<file path="config.mk">
export PLATFORM = sky130hd
export DESIGN_NAME = spi_tgt_match
export DESIGN_NICKNAME = d
export VERILOG_FILES = /design/src/rtl/spi_tgt_match.sv
export SDC_FILE = /design/constraint.sdc
export NUM_CORES = 1
export LEC_CHECK = 0
export ABC_AREA = 1
export CAP_MARGIN = 5
export CORE_MARGIN = 8
export CORE_UTILIZATION = 30
export CTS_CLUSTER_SIZE = 30
export DETAILED_ROUTE_END_ITERATION = 6
export PLACE_DENSITY = 0.43
export SETUP_SLACK_MARGIN = 0.02
export SYNTH_ARGS = -nofsm -noshare
export SYNTH_HDL_FRONTEND = slang
export SYNTH_SLANG_ARGS = --single-unit
</file>
<file path="constraint.sdc">
create_clock -name clk -period 3.45 [get_ports clk]
set_clock_uncertainty 0.2 [all_clocks]
set_input_delay 0.69 -clock clk [delete_from_list [all_inputs] [get_ports clk]]
set_output_delay 0.69 -clock clk [all_outputs]
set_load 0.05 [all_outputs]
</file>
<file path="src/rtl/spi_tgt_match.sv">
module spi_tgt_match #(
  parameter int TX_DEPTH = 4,
  parameter int RX_DEPTH = 4,
  parameter int FLEN_W   = 6
) (
  input  logic        clk,
  input  logic        rst_n,
  input  logic        reg_wr,
  input  logic        reg_rd,
  input  logic [2:0]  reg_addr,
  input  logic [31:0] reg_wdata,
  output logic [31:0] reg_rdata,
  input  logic        sck,
  input  logic        cs_n,
  input  logic        mosi,
  output logic        miso,
  output logic        irq
);
  localparam int WORD_W = 32;
  localparam int WL_W   = $clog2(WORD_W + 1);
  localparam int FR_W   = FLEN_W + 1;
  localparam int TXC_W  = $clog2(TX_DEPTH + 1);
  localparam int RXC_W  = $clog2(RX_DEPTH + 1);
  localparam int TXP_W  = (TX_DEPTH > 1) ? $clog2(TX_DEPTH) : 1;
  localparam int RXP_W  = (RX_DEPTH > 1) ? $clog2(RX_DEPTH) : 1;
  localparam int NF     = 5;
  localparam int F_WORD = 0, F_FRAME = 1, F_TXERR = 2, F_MATCH = 3, F_RXOVF = 4;
  localparam logic [2:0] A_CTRL = 3'd0, A_IEN = 3'd1, A_STAT = 3'd2, A_MA = 3'd3,
                         A_MB = 3'd4, A_TX = 3'd5, A_RX = 3'd6;

  function automatic logic [WL_W-1:0] wl_of(input logic [FR_W-1:0] r);
    return (r > FR_W'(WORD_W)) ? WL_W'(WORD_W) : WL_W'(r);
  endfunction

  // host registers
  logic [FLEN_W-1:0] flen;
  logic [1:0]        mmode;
  logic [NF-1:0]     irq_en, flags;
  logic [WORD_W-1:0] match_a, match_b;

  // synchronizers
  logic [2:0] sck_p, cs_p;
  logic [1:0] mosi_p;
  always_ff @(posedge clk or negedge rst_n)
    if (!rst_n) begin
      sck_p <= '0; cs_p <= '1; mosi_p <= '0;
    end else begin
      sck_p <= {sck_p[1:0], sck};
      cs_p <= {cs_p[1:0], cs_n};
      mosi_p <= {mosi_p[0], mosi};
    end

  logic active, cs_fall, sck_rise, sck_fall, mosi_s;
  assign active   = ~cs_p[1];
  assign cs_fall  = ~cs_p[1] & cs_p[2];
  assign sck_rise = active & sck_p[1] & ~sck_p[2];
  assign sck_fall = active & ~sck_p[1] & sck_p[2];
  assign mosi_s   = mosi_p[1];

  // fifos
  logic [WORD_W-1:0] tx_mem [TX_DEPTH];
  logic [WORD_W-1:0] rx_mem [RX_DEPTH];
  logic [TXP_W-1:0]  tx_rp, tx_wp;
  logic [RXP_W-1:0]  rx_rp, rx_wp;
  logic [TXC_W-1:0]  tx_cnt;
  logic [RXC_W-1:0]  rx_cnt;
  logic tx_push, tx_pop, rx_push, rx_pop, tx_empty, rx_full;
  logic [WORD_W-1:0] tx_head;

  assign tx_empty = (tx_cnt == '0);
  assign rx_full  = (rx_cnt == RXC_W'(RX_DEPTH));
  assign tx_head  = tx_mem[tx_rp];
  assign tx_push  = reg_wr && reg_addr == A_TX && tx_cnt != TXC_W'(TX_DEPTH);
  assign rx_pop   = reg_rd && reg_addr == A_RX && rx_cnt != '0;

  // shift engine state
  logic [WORD_W-1:0] tx_sh, rx_sh, rx_next, wmask;
  logic [FR_W-1:0]   frem, flen_full;
  logic [WL_W-1:0]   wrem, wlen, wl_start;
  logic load_pend, commit_pend, peek_zero, zfr, first_w;
  logic word_end, frame_end, commit, hit_a, hit_b, hit_m, hit;

  assign flen_full = FR_W'(flen) + FR_W'(1);
  assign wl_start  = wl_of(flen_full);
  assign word_end  = sck_rise & (wrem == WL_W'(1));
  assign frame_end = word_end & (frem == FR_W'(1));
  assign commit    = sck_rise & commit_pend;
  assign rx_next   = {rx_sh[WORD_W-2:0], mosi_s};
  assign wmask     = (wlen == WL_W'(WORD_W)) ? '1 : ((WORD_W'(1) << wlen) - WORD_W'(1));
  assign hit_a     = ((rx_next ^ match_a) & wmask) == '0;
  assign hit_b     = ((rx_next ^ match_b) & wmask) == '0;
  assign hit_m     = ((rx_next ^ match_a) & match_b & wmask) == '0;

  always_comb
    case (mmode)
      2'd1:    hit = hit_a | hit_b;
      2'd2:    hit = first_w & (hit_a | hit_b);
      2'd3:    hit = hit_m;
      default: hit = 1'b0;
    endcase

  assign tx_pop  = (cs_fall & ~tx_empty) | (commit & ~peek_zero);
  assign rx_push = word_end & ~rx_full;

  always_ff @(posedge clk or negedge rst_n)
    if (!rst_n) begin
      tx_sh <= '0; rx_sh <= '0; frem <= '0; wrem <= '0; wlen <= '0;
      load_pend <= 1'b0; commit_pend <= 1'b0; peek_zero <= 1'b0;
      zfr <= 1'b0; first_w <= 1'b0;
    end else if (cs_fall) begin
      frem <= flen_full;
      wrem <= wl_start;
      wlen <= wl_start;
      first_w <= 1'b1;
      rx_sh <= '0;
      load_pend <= 1'b0;
      commit_pend <= 1'b0;
      peek_zero <= 1'b0;
      zfr <= tx_empty;
      tx_sh <= tx_empty ? '0 : (tx_head << (WL_W'(WORD_W) - wl_start));
    end else if (sck_rise) begin
      rx_sh <= rx_next;
      commit_pend <= 1'b0;
      if (commit && peek_zero) zfr <= 1'b1;
      if (word_end) begin
        rx_sh <= '0;
        first_w <= 1'b0;
        load_pend <= 1'b1;
        if (frame_end) begin
          frem <= flen_full;
          wrem <= wl_start;
          wlen <= wl_start;
          zfr <= 1'b0;
        end else begin
          frem <= frem - FR_W'(1);
          wrem <= wl_of(frem - FR_W'(1));
          wlen <= wl_of(frem - FR_W'(1));
        end
      end else begin
        wrem <= wrem - WL_W'(1);
        frem <= frem - FR_W'(1);
      end
    end else if (sck_fall) begin
      if (load_pend) begin
        load_pend <= 1'b0;
        commit_pend <= 1'b1;
        peek_zero <= zfr | tx_empty;
        tx_sh <= (zfr | tx_empty) ? '0 : (tx_head << (WL_W'(WORD_W) - wlen));
      end else begin
        tx_sh <= tx_sh << 1;
      end
    end

  assign miso = active & tx_sh[WORD_W-1];

  // fifo storage
  always_ff @(posedge clk or negedge rst_n)
    if (!rst_n) begin
      tx_rp <= '0; tx_wp <= '0; tx_cnt <= '0;
      rx_rp <= '0; rx_wp <= '0; rx_cnt <= '0;
    end else begin
      if (tx_push) begin
        tx_mem[tx_wp] <= reg_wdata;
        tx_wp <= (tx_wp == TXP_W'(TX_DEPTH - 1)) ? '0 : tx_wp + TXP_W'(1);
      end
      if (tx_pop) tx_rp <= (tx_rp == TXP_W'(TX_DEPTH - 1)) ? '0 : tx_rp + TXP_W'(1);
      tx_cnt <= tx_cnt + TXC_W'(tx_push) - TXC_W'(tx_pop);
      if (rx_push) begin
        rx_mem[rx_wp] <= rx_next;
        rx_wp <= (rx_wp == RXP_W'(RX_DEPTH - 1)) ? '0 : rx_wp + RXP_W'(1);
      end
      if (rx_pop) rx_rp <= (rx_rp == RXP_W'(RX_DEPTH - 1)) ? '0 : rx_rp + RXP_W'(1);
      rx_cnt <= rx_cnt + RXC_W'(rx_push) - RXC_W'(rx_pop);
    end

  // registers and flags
  logic [NF-1:0] fset, fclr;
  always_comb begin
    fset = '0;
    fset[F_WORD]  = word_end;
    fset[F_FRAME] = frame_end;
    fset[F_TXERR] = (cs_fall & tx_empty) | (commit & peek_zero & ~zfr);
    fset[F_MATCH] = word_end & hit;
    fset[F_RXOVF] = word_end & rx_full;
  end
  assign fclr = (reg_wr && reg_addr == A_STAT) ? reg_wdata[NF-1:0] : '0;

  always_ff @(posedge clk or negedge rst_n)
    if (!rst_n) begin
      flen <= FLEN_W'(7); mmode <= '0; irq_en <= '0; flags <= '0;
      match_a <= '0; match_b <= '0;
    end else begin
      flags <= (flags & ~fclr) | fset;
      if (reg_wr)
        case (reg_addr)
          A_CTRL: begin flen <= reg_wdata[FLEN_W-1:0]; mmode <= reg_wdata[9:8]; end
          A_IEN:  irq_en <= reg_wdata[NF-1:0];
          A_MA:   match_a <= reg_wdata;
          A_MB:   match_b <= reg_wdata;
          default: ;
        endcase
    end

  assign irq = |(flags & irq_en);

  always_comb begin
    reg_rdata = '0;
    case (reg_addr)
      A_CTRL: begin reg_rdata[FLEN_W-1:0] = flen; reg_rdata[9:8] = mmode; end
      A_IEN:  reg_rdata[NF-1:0] = irq_en;
      A_STAT: begin
        reg_rdata[NF-1:0] = flags;
        reg_rdata[8 +: TXC_W] = tx_cnt;
        reg_rdata[16 +: RXC_W] = rx_cnt;
      end
      A_MA:   reg_rdata = match_a;
      A_MB:   reg_rdata = match_b;
      A_RX:   reg_rdata = (rx_cnt != '0) ? rx_mem[rx_rp] : '0;
      default: ;
    endcase
  end
endmodule


</file>
==> flow_metrics.env <==
export IMPL_avg_inst_size_synth_sq_um=8.043
export IMPL_die_width_um=304.0
export IMPL_die_h_um=304.0
export IMPL_antenna_cells_inserted=0
export IMPL_postSynthRegisterBits=447
export IMPL_synth_top_cell_area_share=0.3090
export IMPL_synth_ff_type="sky130_fd_sc_hd__edfxtp_1"
export IMPL_grt_max_degree=65
export IMPL_netlist_top_cell_by_area="sky130_fd_sc_hd__edfxtp_1"
export IMPL_detail_route_wirelength_mm=98.22
export IMPL_cellLeakagePower_nw=13.80
export IMPL_setup_worst_path_start_class="input port"
export IMPL_fraction_of_the_yosys_area_taken_by_sequential_cells=0.5014
export IMPL_final_hold_violation_count=0
export IMPL_post_drt_wl_per_cell_um=22.05
export IMPL_core_area_sq_um=82110
export IMPL_first_pass_iters=5
export IMPL_overflow_left_after_global_routing=0
export IMPL_powerDensity_nw_per_um2=818.0
export IMPL_placed_cells_incl_taps=4344
export IMPL_synthArstFlopShare=0.4273
export IMPL_grt_pass1_vias=21640
export IMPL_slew_limit_headroom=0.4066
export IMPL_synthesis_yosys_warnings=0
export IMPL_tritoncts="done"
export IMPL_crit_fanout=3
export IMPL_postSynthNetCount=3164
export IMPL_routabilityCongestion=0.9117
export IMPL_grtUsageTotal=0.2030
export IMPL_drt_first_iter_violations=1871
export IMPL_register_area_sq_um=12480
export IMPL_initial_core_util=0.3030
export IMPL_via_count=22500
export IMPL_fin_area_sq_um=31580
export IMPL_placedInstanceArea_sq_um=29010
export IMPL_worstPathArrival_ps=2470
export IMPL_drc_errors=0
export IMPL_finalCritPeriodShare=0.9744
export IMPL_achievable_frequency_mhz=297.5
export IMPL_postSynthCellCount=3093
export IMPL_grt_pass1_wl_mm=144.2
export IMPL_synth_enable_flop_cells=256
export IMPL_finish_net_count=3412
export IMPL_outcome="finished clean"
export IMPL_place_detailed_hpwl_mm=73.77
export IMPL_timing_setup_critical_path_class="in2out"
export IMPL_fp_row_count=105
export IMPL_syn_cell_area_sq_um=24880
export IMPL_synthTopCellsByArea="sky130_fd_sc_hd__edfxtp_1 31%, sky130_fd_sc_hd__dfrtp_1 19%, sky130_fd_sc_hd__nand2_1 14%"
export IMPL_rsz0062_at_grt="yes"
export IMPL_cts_buffers=53
export IMPL_grt_antenna_before_repair=6
export IMPL_final_antenna_net_count=0
export IMPL_clockRootBuffer="sky130_fd_sc_hd__clkbuf_16"
export IMPL_syn_to_final_growth_pct=26.95
export IMPL_synthDistinctLibCells=54
export IMPL_crit_path_end_kind="output pin"
export IMPL_setup_viols_final=0
export IMPL_vdd_drop_max_mv=0.3952
export IMPL_buffer_ports_inserted=75
export IMPL_timing_reg2reg_worst_path_depth=20
export IMPL_critical_path_required_ps=2560
export IMPL_area_of_the_multi_input_gates_sq_um=11550
export IMPL_min_path_type="reg2reg"
export IMPL_synthMostInstantiatedCell="sky130_fd_sc_hd__nand2_1"
export IMPL_final_fill_count=8358
export IMPL_synth_common_cells="931 x sky130_fd_sc_hd__nand2_1, 392 x sky130_fd_sc_hd__nand3_1, 270 x sky130_fd_sc_hd__nor2_1"
export IMPL_vias_per_cell=5.050
export IMPL_design_portCount=76
export IMPL_post_route_min_period_ps=3362
export IMPL_drv_cap=0
export IMPL_stdcell_count=4455
export IMPL_clk_pin_slew_ps=60
export IMPL_slew_at_the_pin_with_the_worst_max_slew_slack_ps=890.0
export IMPL_drive_above_1_share=0.1752
export IMPL_hold_path_cell_count=0
export IMPL_floorplan_die_area_sq_um=92390
export IMPL_report_final_slew_viol_count=0
export IMPL_cts_sink_count=447
export IMPL_ctsHtreeMaxLevel=2
export IMPL_clock_latency_ps=620
export IMPL_ctsLongestPathBuffers=3
==> through the flow <==
stage	setup TNS [ps]	setup WS, ps	utilization	hold slack [ps]	power (W)
floorplan	0	35.06	-	131.2	0.01389
detailed placement	-5041	-390.7	0.3533	135.6	0.01923
global route	-65.58	-60.97	0.3846	160.6	0.02750
finish	0	88.28	0.3846	148.1	0.02583
CTS	-30.43	-30.43	0.3759	149.6	0.02510
global placement	-3239	-411.6	0.3533	133.1	0.01923
==> report_power, final <==
group	total, W	internal, W	switching [W]
sequential	0.00662	0.00611	0.000510
clock	0.00568	0.00335	0.00233
combinational	0.0135	0.00471	0.00882
==> critical path, cell delays in order <==
cell and delay, ps:
sky130_fd_sc_hd__clkdlybuf4s50_1 510, sky130_fd_sc_hd__nand2_1 150, sky130_fd_sc_hd__nor2_4 140, sky130_fd_sc_hd__inv_1 110, sky130_fd_sc_hd__o21ai_1 190, sky130_fd_sc_hd__a221oi_2 50
sky130_fd_sc_hd__buf_4 140, sky130_fd_sc_hd__o21ai_1 170, sky130_fd_sc_hd__buf_4 180, sky130_fd_sc_hd__buf_12 130
==> sequential cells by signal, indices dropped and copies added (netlist names), 5 cells and up <==
register  flops
flags         5
flen          6
frem          7
irq_en        5
match_a      32
match_b      32
rx_mem      128
rx_sh        31
tx_mem      128
tx_sh        32
wlen          6
wrem          6
==> metal layers <==
metal,GRT usage,wire length [um],up-vias,part of all wire
li1,-,-,10880,-
met1,0.2990,47630,11030,0.48
met2,0.3243,45060,509,0.46
met3,0.02330,4282,84,0.044
met4,0.03082,1231,2,0.013
met5,0,13,-,0.00013
==> repair_timing <==
action	4_1_cts	5_1_grt
resized for setup	24	152
setup buffers	0	7
hold buffers	1	0
setup endpoints to repair	60	54
endpoints found under the hold margin	18	0
pin swaps	1	27
cloned	0	5
==> path summary, 6_finish.rpt <==
path / from / end / slack (ps)
worst max-delay path: reg_addr[2] / reg_rdata[8] / 90
worst min-delay path: mosi_p[0] / mosi_p[1] / 150
worst max register to register: flen[1] / tx_sh[29] / 130
worst min register to register: mosi_p[0] / mosi_p[1] / 150
max in group asynchronous: rst_n / tx_sh[24] / 1540
min in group asynchronous: rst_n / mosi_p[1] / 350
==> placed cells by master (no fill, tap or decap), types with 15 or more instances in the layout <==
cell type and n:
sky130_fd_sc_hd__a22oi_1 25, sky130_fd_sc_hd__o211ai_1 30, sky130_fd_sc_hd__nand2_2 32, sky130_fd_sc_hd__or2_2 20, sky130_fd_sc_hd__nor2_2 30, sky130_fd_sc_hd__nand3_1 352, sky130_fd_sc_hd__o21ai_1 17, sky130_fd_sc_hd__buf_12 61
sky130_fd_sc_hd__buf_4 226, sky130_fd_sc_hd__nor2_4 26, sky130_fd_sc_hd__dfrtp_1 181, sky130_fd_sc_hd__inv_1 227, sky130_fd_sc_hd__nor2_1 219, sky130_fd_sc_hd__clkbuf_16 57, sky130_fd_sc_hd__clkbuf_1 15, sky130_fd_sc_hd__ha_1 24
sky130_fd_sc_hd__nand2_1 902, sky130_fd_sc_hd__edfxtp_1 256, sky130_fd_sc_hd__inv_2 17, sky130_fd_sc_hd__xor2_1 67, sky130_fd_sc_hd__clkdlybuf4s50_1 41, sky130_fd_sc_hd__o21ai_0 254, sky130_fd_sc_hd__o22ai_1 63, sky130_fd_sc_hd__a21oi_1 50
sky130_fd_sc_hd__nand3_2 37
==> logic make-up after synthesis <==
| group | Yosys count | synth area share |
|---|---|---|
| simple gates | 1659 | 0.2782 |
| fa+ha+maj | 29 | 0.01519 |
| mux | 9 | 0.003621 |
| compound gates | 479 | 0.1098 |
| xor+xnor | 77 | 0.02922 |
| buf+inv | 393 | 0.06252 |
| flops | 447 | 0.5014 |
==> cell type report <==
class / count / area share
multi-input combinational: 2253 / 0.3658
clock inverter: 22 / 0.008320
inverter: 247 / 0.02959
tap: 1070 / 0.04239
timing repair buffer: 339 / 0.1111
sequential: 447 / 0.3952
clock buffer: 77 / 0.04770
(Power assumes the default switching activity.)
